## src/rtl/srx_pkg.sv

```systemverilog
package srx_pkg;

    typedef enum logic [2:0] {
        ST_IDLE  = 3'd0,
        ST_START = 3'd1,
        ST_DATA  = 3'd2,
        ST_PAR   = 3'd3,
        ST_STOP  = 3'd4
    } rx_state_e;

    localparam logic [1:0] BAUD_16X = 2'b10;
    localparam logic [1:0] BAUD_64X = 2'b11;

endpackage

```

## src/rtl/srx_frame_fsm.sv

```systemverilog
module srx_frame_fsm
    import srx_pkg::*;
#(
    parameter int MAX_BITS = 8,
    parameter int OSR_MID  = 16,
    parameter int OSR_HIGH = 64
) (
    input  logic                clk,
    input  logic                rst_n,
    input  logic                rx_tick,
    input  logic                rxd,
    input  logic                rx_en,
    input  logic [1:0]          baud_sel,
    input  logic [1:0]          len_sel,
    input  logic                par_en,
    input  logic                par_even,
    output logic                frame_done,
    output logic [MAX_BITS-1:0] frame_word,
    output logic                frame_par_bad,
    output logic                frame_stop_bad
);

    localparam int CNT_W    = $clog2(OSR_HIGH);
    localparam int IDX_W    = $clog2(MAX_BITS);
    localparam int MIN_BITS = MAX_BITS - 3;

    typedef struct packed {
        rx_state_e           state;
        logic [CNT_W-1:0]    cnt;
        logic [IDX_W-1:0]    idx;
        logic [MAX_BITS-1:0] shreg;
        logic                pbit;
        logic                done;
        logic                par_bad;
        logic                stop_bad;
    } fsm_regs_t;

    fsm_regs_t r_q, r_d;

    logic [CNT_W-1:0] full_lim_d, half_lim_d;
    logic             one_x_d;
    logic [IDX_W-1:0] last_idx_d;

    always_comb begin
        one_x_d    = 1'b0;
        full_lim_d = '0;
        half_lim_d = '0;
        case (baud_sel)
            BAUD_16X: begin
                full_lim_d = CNT_W'(OSR_MID - 1);
                half_lim_d = CNT_W'(OSR_MID / 2 - 1);
            end
            BAUD_64X: begin
                full_lim_d = CNT_W'(OSR_HIGH - 1);
                half_lim_d = CNT_W'(OSR_HIGH / 2 - 1);
            end
            default: one_x_d = 1'b1;
        endcase
        last_idx_d = IDX_W'(MIN_BITS - 1) + IDX_W'(len_sel);
    end

    always_comb begin
        r_d      = r_q;
        r_d.done = 1'b0;
        if (!rx_en) begin
            r_d.state = ST_IDLE;
            r_d.cnt   = '0;
        end else if (rx_tick) begin
            case (r_q.state)
                ST_IDLE: begin
                    if (!rxd) begin
                        r_d.shreg = '0;
                        r_d.idx   = '0;
                        r_d.cnt   = '0;
                        r_d.state = one_x_d ? ST_DATA : ST_START;
                    end
                end
                ST_START: begin
                    if (r_q.cnt == half_lim_d) begin
                        r_d.cnt   = '0;
                        r_d.state = rxd ? ST_IDLE : ST_DATA;
                    end else begin
                        r_d.cnt = r_q.cnt + 1'b1;
                    end
                end
                default: begin
                    if (r_q.cnt != full_lim_d) begin
                        r_d.cnt = r_q.cnt + 1'b1;
                    end else begin
                        r_d.cnt = '0;
                        case (r_q.state)
                            ST_DATA: begin
                                r_d.shreg[r_q.idx] = rxd;
                                if (r_q.idx == last_idx_d) begin
                                    r_d.state = par_en ? ST_PAR : ST_STOP;
                                end else begin
                                    r_d.idx = r_q.idx + 1'b1;
                                end
                            end
                            ST_PAR: begin
                                r_d.pbit  = rxd;
                                r_d.state = ST_STOP;
                            end
                            default: begin
                                r_d.done     = 1'b1;
                                r_d.stop_bad = ~rxd;
                                r_d.par_bad  = par_en & ((^r_q.shreg) ^ r_q.pbit ^ ~par_even);
                                r_d.state    = ST_IDLE;
                            end
                        endcase
                    end
                end
            endcase
        end
    end

    always_ff @(posedge clk or negedge rst_n) begin
        if (!rst_n) begin
            r_q <= '{state: ST_IDLE, default: '0};
        end else begin
            r_q <= r_d;
        end
    end

    assign frame_done     = r_q.done;
    assign frame_word     = r_q.shreg;
    assign frame_par_bad  = r_q.par_bad;
    assign frame_stop_bad = r_q.stop_bad;

    // a delivered word carries nothing above the selected length
    assert_upper_zero_R1: assert property (@(posedge clk) disable iff (!rst_n)
        frame_done |-> ((frame_word >> (4'(MIN_BITS) + 4'(len_sel))) == '0));

    // receive disabled means no character can come out
    assert_no_frame_off_R6: assert property (@(posedge clk) disable iff (!rst_n)
        !rx_en |=> !frame_done);

    // without a tick the sequencer holds its place
    assert_tick_gated_R10: assert property (@(posedge clk) disable iff (!rst_n)
        (!rx_tick && rx_en) |=> ($stable(r_q.state) && !frame_done));

endmodule

```

## src/rtl/srx_holding.sv

```systemverilog
module srx_holding #(
    parameter int MAX_BITS = 8
) (
    input  logic                clk,
    input  logic                rst_n,
    input  logic                frame_done,
    input  logic [MAX_BITS-1:0] frame_word,
    input  logic                frame_par_bad,
    input  logic                frame_stop_bad,
    input  logic                data_rd,
    input  logic                err_clr,
    output logic [MAX_BITS-1:0] rx_data,
    output logic                rx_ready,
    output logic                par_err,
    output logic                ovr_err,
    output logic                frm_err
);

    typedef struct packed {
        logic [MAX_BITS-1:0] data;
        logic                ready;
        logic                perr;
        logic                oerr;
        logic                ferr;
    } hold_regs_t;

    hold_regs_t h_q, h_d;

    always_comb begin
        h_d = h_q;
        if (err_clr) begin
            h_d.perr = 1'b0;
            h_d.oerr = 1'b0;
            h_d.ferr = 1'b0;
        end
        if (data_rd) begin
            h_d.ready = 1'b0;
        end
        if (frame_done) begin
            h_d.data  = frame_word;
            h_d.ready = 1'b1;
            h_d.oerr  = h_d.oerr | (h_q.ready & ~data_rd);
            h_d.perr  = h_d.perr | frame_par_bad;
            h_d.ferr  = h_d.ferr | frame_stop_bad;
        end
    end

    always_ff @(posedge clk or negedge rst_n) begin
        if (!rst_n) begin
            h_q <= '0;
        end else begin
            h_q <= h_d;
        end
    end

    assign rx_data  = h_q.data;
    assign rx_ready = h_q.ready;
    assign par_err  = h_q.perr;
    assign ovr_err  = h_q.oerr;
    assign frm_err  = h_q.ferr;

    assert_ready_set_R4: assert property (@(posedge clk) disable iff (!rst_n)
        frame_done |=> rx_ready);

    assert_read_clears_R4: assert property (@(posedge clk) disable iff (!rst_n)
        (data_rd && !frame_done) |=> !rx_ready);

    assert_overrun_R7: assert property (@(posedge clk) disable iff (!rst_n)
        (frame_done && rx_ready && !data_rd) |=> ovr_err);

    assert_sticky_R5: assert property (@(posedge clk) disable iff (!rst_n)
        !err_clr |=> ((!$past(par_err) || par_err) && (!$past(ovr_err) || ovr_err)
                      && (!$past(frm_err) || frm_err)));

    assert_clear_R5: assert property (@(posedge clk) disable iff (!rst_n)
        (err_clr && !frame_done) |=> (!par_err && !ovr_err && !frm_err));

endmodule

```

## src/rtl/serial_rx_core.sv

```systemverilog
module serial_rx_core #(
    parameter int MAX_BITS = 8,
    parameter int OSR_MID  = 16,
    parameter int OSR_HIGH = 64
) (
    input  logic                clk,
    input  logic                rst_n,
    input  logic                rx_tick,
    input  logic                rxd,
    input  logic                rx_en,
    input  logic [1:0]          baud_sel,
    input  logic [1:0]          len_sel,
    input  logic                par_en,
    input  logic                par_even,
    input  logic                err_clr,
    input  logic                data_rd,
    output logic [MAX_BITS-1:0] rx_data,
    output logic                rx_ready,
    output logic                par_err,
    output logic                ovr_err,
    output logic                frm_err
);

    logic                frame_done;
    logic [MAX_BITS-1:0] frame_word;
    logic                frame_par_bad;
    logic                frame_stop_bad;

    srx_frame_fsm #(
        .MAX_BITS (MAX_BITS),
        .OSR_MID  (OSR_MID),
        .OSR_HIGH (OSR_HIGH)
    ) u_fsm (
        .clk            (clk),
        .rst_n          (rst_n),
        .rx_tick        (rx_tick),
        .rxd            (rxd),
        .rx_en          (rx_en),
        .baud_sel       (baud_sel),
        .len_sel        (len_sel),
        .par_en         (par_en),
        .par_even       (par_even),
        .frame_done     (frame_done),
        .frame_word     (frame_word),
        .frame_par_bad  (frame_par_bad),
        .frame_stop_bad (frame_stop_bad)
    );

    srx_holding #(
        .MAX_BITS (MAX_BITS)
    ) u_hold (
        .clk            (clk),
        .rst_n          (rst_n),
        .frame_done     (frame_done),
        .frame_word     (frame_word),
        .frame_par_bad  (frame_par_bad),
        .frame_stop_bad (frame_stop_bad),
        .data_rd        (data_rd),
        .err_clr        (err_clr),
        .rx_data        (rx_data),
        .rx_ready       (rx_ready),
        .par_err        (par_err),
        .ovr_err        (ovr_err),
        .frm_err        (frm_err)
    );

endmodule

```

## config.mk

```make
export PLATFORM = sky130hd
export DESIGN_NAME = serial_rx_core
export DESIGN_NICKNAME = d
export VERILOG_FILES = /design/src/rtl/srx_pkg.sv /design/src/rtl/srx_frame_fsm.sv /design/src/rtl/srx_holding.sv /design/src/rtl/serial_rx_core.sv
export SDC_FILE = /design/constraint.sdc
export NUM_CORES = 1
export LEC_CHECK = 0
export CORE_UTILIZATION = 55
export CTS_CLUSTER_DIAMETER = 40
export CTS_CLUSTER_SIZE = 30
export DETAILED_ROUTE_END_ITERATION = 16
export DONT_BUFFER_PORTS = 1
export PLACE_DENSITY = 0.79
export REMOVE_ABC_BUFFERS = 1
export SLEW_MARGIN = 20
export SYNTH_ARGS = -nofsm -noshare
export SYNTH_HDL_FRONTEND = slang
export SYNTH_SLANG_ARGS = --single-unit
```

## constraint.sdc

```tcl
create_clock -name clk -period 7.4 [get_ports clk]
set_clock_uncertainty 0.15 [all_clocks]
set_input_delay 0.37 -clock clk [delete_from_list [all_inputs] [get_ports clk]]
set_output_delay 0.37 -clock clk [all_outputs]
set_load 0.01 [all_outputs]
```

# --- After elaboration in Yosys (flattened, before gate mapping) ---
# Index checks and enable logic that the tools add are counted.
# W data, S select, Z words.
classes:
  add_sub_neg: 3
  n_lt_le_gt_ge: 2
  n_eq_ne: 16
  n_mux: 29
  bitwise: 14
  n_reduce_logical: 14
op_table:
  columns: ["operator", "count"]
  rows:
  - ["$mux W24", 1]
  - ["$mux W3", 8]
  - ["$pmux W11 S2", 1]
  - ["$mux W20", 1]
  - ["$pmux W9 S2", 1]
  - ["$mux W15", 1]
  - ["$reduce_and A5 Y1", 3]
  - ["$mux W6", 2]
  - ["$pmux W6 S2", 1]
  - ["$mux W11", 1]
  - ["$pmux W5 S2", 1]
  - ["$mux W9", 1]
  - ["$bwmux W8", 1]
  - ["$mux W4", 2]
  - ["$ne A2 B2 Y1 const B", 4]
  - ["$reduce_xor A8 Y1", 1]
  - ["$not A1 Y1", 7]
  - ["$reduce_and A7 Y1", 1]
  - ["$add A6 B1 Y6 const B", 1]
  - ["$eq A3 B2 Y1 const B", 2]
  - ["$eq A6 B5 Y1", 1]
  - ["$ne A6 B6 Y1", 1]
  - ["$pmux W3 S2", 1]
  - ["$reduce_and A6 Y1", 1]
  - ["22 further kinds", 33]
word_totals:
  ff_bits: 36
  input_bits: 13
  output_inout_bits: 12
  wordCells: 91

# --- Logic depth before layout (Yosys ltp) ---
logic_depth:
  word_depth: 10
  ltp_mapped: 6
  ltp_nobuf: 5

# --- Modules after synthesis ---
# A second synthesis with hierarchy kept.
unflattened:
  cells_unflattened: 214
  hier_area_um2: 2189.6
by_module_without_submodules:
  columns: ["module", "n_inst", "cells_each", "area_per_inst_um2", "seq_area_each_um2"]
  rows:
  - ["srx_frame_fsm", 1, 187, 1719.1, 600.6]
  - ["srx_holding", 1, 27, 470.5, 300.3]

# --- Worst setup path before layout ---
# OpenSTA, ideal clock, no wires.
synth_path:
  path_type: "register to register"
  startpoint: "reg u_fsm.r_q[17] (netlist name)"
  endpoint: "reg u_fsm.r_q[3] (netlist name)"
  setup_ps: 125
  arrival_ps: 2048
  required_ps: 7125
  path_slack_ps: 5077
  stages_incl_launch_ff: 7
  n_path_buf: 1
  period_less_slack_ps: 2323
  cell_sequence: "dfrtp_1 -> or4_4 -> o21a_4 -> a211o_1 -> buf_6 -> nor4_1 -> mux2_2"
synth_between:
  elab_chain_len: 3
synth_lines:
  columns: ["element", "line_no", "source"]
  rows:
  - ["start: declaration", "srx_frame_fsm.sv:38", "fsm_regs_t r_q, r_d;"]
  - ["start signal: assignment", "srx_frame_fsm.sv:121", "r_q <= r_d;"]
  - ["$ne A6 B6 Y1", "srx_frame_fsm.sv:87", "if (r_q.cnt != full_lim_d) begin"]
  - ["$not A1 Y1 (no source line)", null, null]
  - ["$reduce_and A5 Y1 (no source line)", null, null]
# Every way passes these cells.
# A chain may end at the register's enable or synchronous reset.

# --- Worst setup path in the final report ---
layout_path:
  startpoint: "reg u_fsm.r_q[15] (netlist name)"
  endpoint: "reg u_fsm.r_q[23] (netlist name)"
layout_between:
  elab_chain_len: 3
  elab_cells_between_ends: 5
  cone_classes: "eq/ne (4); reduce/logical (1)"
layout_lines:
  columns: ["element", "line_no"]
  rows:
  - ["$ne A6 B6 Y1 / $eq A6 B5 Y1 (equally long branches)", "srx_frame_fsm.sv:87, srx_frame_fsm.sv:79"]
  - ["$ne A4 B4 Y1 (no source line) / $ne A3 B2 Y1 (equally long branches)", null]
  - ["$reduce_and A5 Y1 (no source line) *", null]
# Mark *: on every way between the ends. The rest lies on a longest branch, timed or not.

==> impl_results.md <==
* Status: finished, final reports clean
* CTS clk-pin slew, worst paths at 0.07 ns
* CP Launch Type: flip-flop
* Main synth FF type: dfrtp_1
* Worst Tran Pin Value at 0.750 ns
* Worst EP required at 7.43 ns
* Synth Area in Adders at 0.0123
* Max-cap violations at 0
* CP Capture Type: flip-flop
* Async S/R FF share, synth at 1.00
* GRT overflow at 0
* Critical-path maximum fanout at 8
* YS warnings at 0
* Post-synthesis cell count at 195
* Die extent in y at 62.8 um
* Cell accounting for the most synthesized area: dfrtp_1
* Post-synth EDFFs at 0
* XOR/XNOR Fraction of Synth Area at 0.0714
* Maximum vdd drop at 0.115 mV
* Largest net degree at the start of global routing at 37
* Site Rows at 21
* Vias per cell at 6.55
* Mux cell area share after synthesis at 0.0862
* Delay of the slowest critical-path stage at 0.60 ns
* Worst-Skew Late Latency at 0.29 ns
* Post-Synth Simple-Gate Area at 0.146
* Hold Path Stages at 1
* Netlist cell types at 46
* Top-count cell post-synth: dfrtp_1
* DP Cell Count at 231
* Post-DRT Antenna Nets at 0
* CTS tree: built
* # clock sinks at 36
* Final RePlAce weighted congestion at 0.877
* Overall routing resource usage at 0.237
* H-tree Lvls at 2
* Starting Density at 0.590
* ANT cells at 0
* Crit Path Class: flip-flop to flip-flop
* Worst Hold Class: primary input to flip-flop
* Root Driver: clkbuf_8
* Port bufs at 0
* FMAX at 381 MHz
* Final Cycle Share at 0.355
* Pwr/cell area at 207 nW/um^2
* Power, Total at 453 uW
* Initial antenna violation count at 0
* Vias in the first global route at 1485
* Post-synth top cells: dfrtp_1, nand2_1, inv_1
* DP Wirelength at 2.94 mm
* Final Hold Viols at 0
* Final cell count without fillers at 241
* Final min period at 2.63 ns
* Final Worst Setup Slack at 4.77 ns
* Drt first-iter violations at 83
* TritonCTS buffer count at 5
* First-pass GRT wire length at 7.25 mm
* Mapped cell area at 2030 sq um
* Die Wd at 62.8 um
* Final core occ at 0.636
* WP data arrival at 2.66 ns
* Initial DRT Pass Iterations at 4
* Complex-gate fraction of the synthesized area at 0.192
* Synth top area cells: dfrtp_1, mux2_2, xnor2_1
* # setup viols final at 0
* Synth Register Bits at 36
* Vias at 1579
* Core area at 3440 sq um
* Worst-path cell chain: and4b_1, o21bai_1, a221oi_1, a221oi_1, mux2_2
* Routed length per instance at 17.3 um
* Setup_tns at 0 ns
* Post-synthesis sequential area ratio at 0.443
* Dpl ws at 4.63 ns
* Leakage power total at 0.000967 uW
* Slowest CP cell: a221oi_1
* Largest family of logic cells by synthesized area: compound AO/OA/AOI/OAI gates
* Layout cells sized above 1 at 0.133
* Ports at 25
* Most frequent CP cell: a221oi_1
* Die footprint at 3940 sq um
* Slew HR at 0.499
* P&R area growth vs syn at 7.76%
* Fin. max-slew vios at 0
* RSZ-0062 raised after global routing: false
* Yosys top cell area share at 0.443
* Routed WL at 4.17 mm
* # DRC at 0
* Syn avg cell area at 10.4 sq um
* Cells on worst reg2reg path at 5
* Final nets at 209
* Maximum clock path buffer count at 2
-- power breakdown --
group	leakage, uW	switching [uW]	total, uW	internal (uW)
Clock	0.0000541	72.5	172	99.6
Combinational	0.000422	38.3	63.3	25.0
Sequential	0.000491	14.5	218	203
-- critical path, delay by kind of cell, from the launching register on --
kind	cells	cell delay, ns
flip-flops	1	0.45
multiplexers	1	0.40
AND/OR/NAND/NOR	1	0.21
AO/OA/AOI/OAI	3	1.31
-- placed cells by master, fill, tap and decap left out, drive strengths merged, types with 2 or more instances in the layout --
cell type / count
a21o: 3
dfrtp: 36
a221oi: 3
mux2: 12
a211oi: 3
nand2b: 2
xor2: 5
nor2: 5
a2111oi: 3
o22ai: 2
a21oi: 3
inv: 14
or3: 3
mux2i: 4
o21ai: 5
clkbuf: 5
nand2: 19
ha: 2
xnor2: 9
nand3: 9
a32o: 7
nor2b: 3
a221o: 7
a22o: 3
nor3: 3
nand4: 4
-- layout make-up --
cell class	instances	area [sq um]
repair buffers	2	30.0
fillers	268	1250
flip-flops and latches	36	901
well taps	46	57.6
inverters	14	52.6
clock inverters	3	42.5
clock buffers	5	68.8
multi-input cells	135	1040
-- metal layers --
metal  track usage  up-vias  routed length, um
met3        0.0675       19                304
met1         0.314      767               1820
met2         0.379       71               1970
met5             0        -                  0
met4        0.0610        0                 87
li1              -      722                  -
-- timing repair --
item | CTS | global route
resized for setup | 0 | 0
hold buffers | 2 | 0
hold endpoints to repair | 36 | 0
buffers inserted | 0 | 0
-- registers in the layout (all words and copies together), names as in the netlist --
register              count
u_fsm.frame_done          1
u_fsm.frame_word          8
u_fsm.frame_par_bad       1
u_fsm.frame_stop_bad      1
u_hold.frm_err            1
u_hold.rx_ready           1
u_hold.rx_data            8
u_fsm.r_q                13
u_hold.ovr_err            1
u_hold.par_err            1
-- path summary, 6_finish.rpt --
kind	end	startpoint	slack (ns)
min in group asynchronous	u_fsm.r_q[16]$_DFFE_PN0P_	rst_n	0.38
worst min-delay path	u_fsm.frame_stop_bad$_DFFE_PN0P_	rxd	0.02
worst max-delay path	u_fsm.r_q[23]$_DFFE_PN0P_	u_fsm.r_q[15]$_DFFE_PN0P_	4.77
worst min register to register	u_hold.par_err$_DFF_PN0_	u_fsm.frame_par_bad$_DFFE_PN0P_	0.35
max in group asynchronous	u_hold.rx_data[4]$_DFFE_PN0P_	rst_n	6.54
worst max register to register	u_fsm.r_q[23]$_DFFE_PN0P_	u_fsm.r_q[15]$_DFFE_PN0P_	4.77
-- logic make-up after synthesis --
family	Yosys count
adders and majority gates	2
DFF	36
muxes	16
and+or+nand+nor	57
AOI/OAI and AO/OA	45
buffers and inverters	24
xor gates and xnor gates	15
-- stage by stage --
step | area, sq um | hold WS [ns]
CTS | 2180 | 0.0184
floorplan | 1990 | -0.0756
detailed placement | 2040 | -0.0746
finish | 2190 | 0.0175
global placement | 2040 | -0.0743
global route | 2190 | 0.0205
No activity file was read; power rests on OpenSTA's default activity.
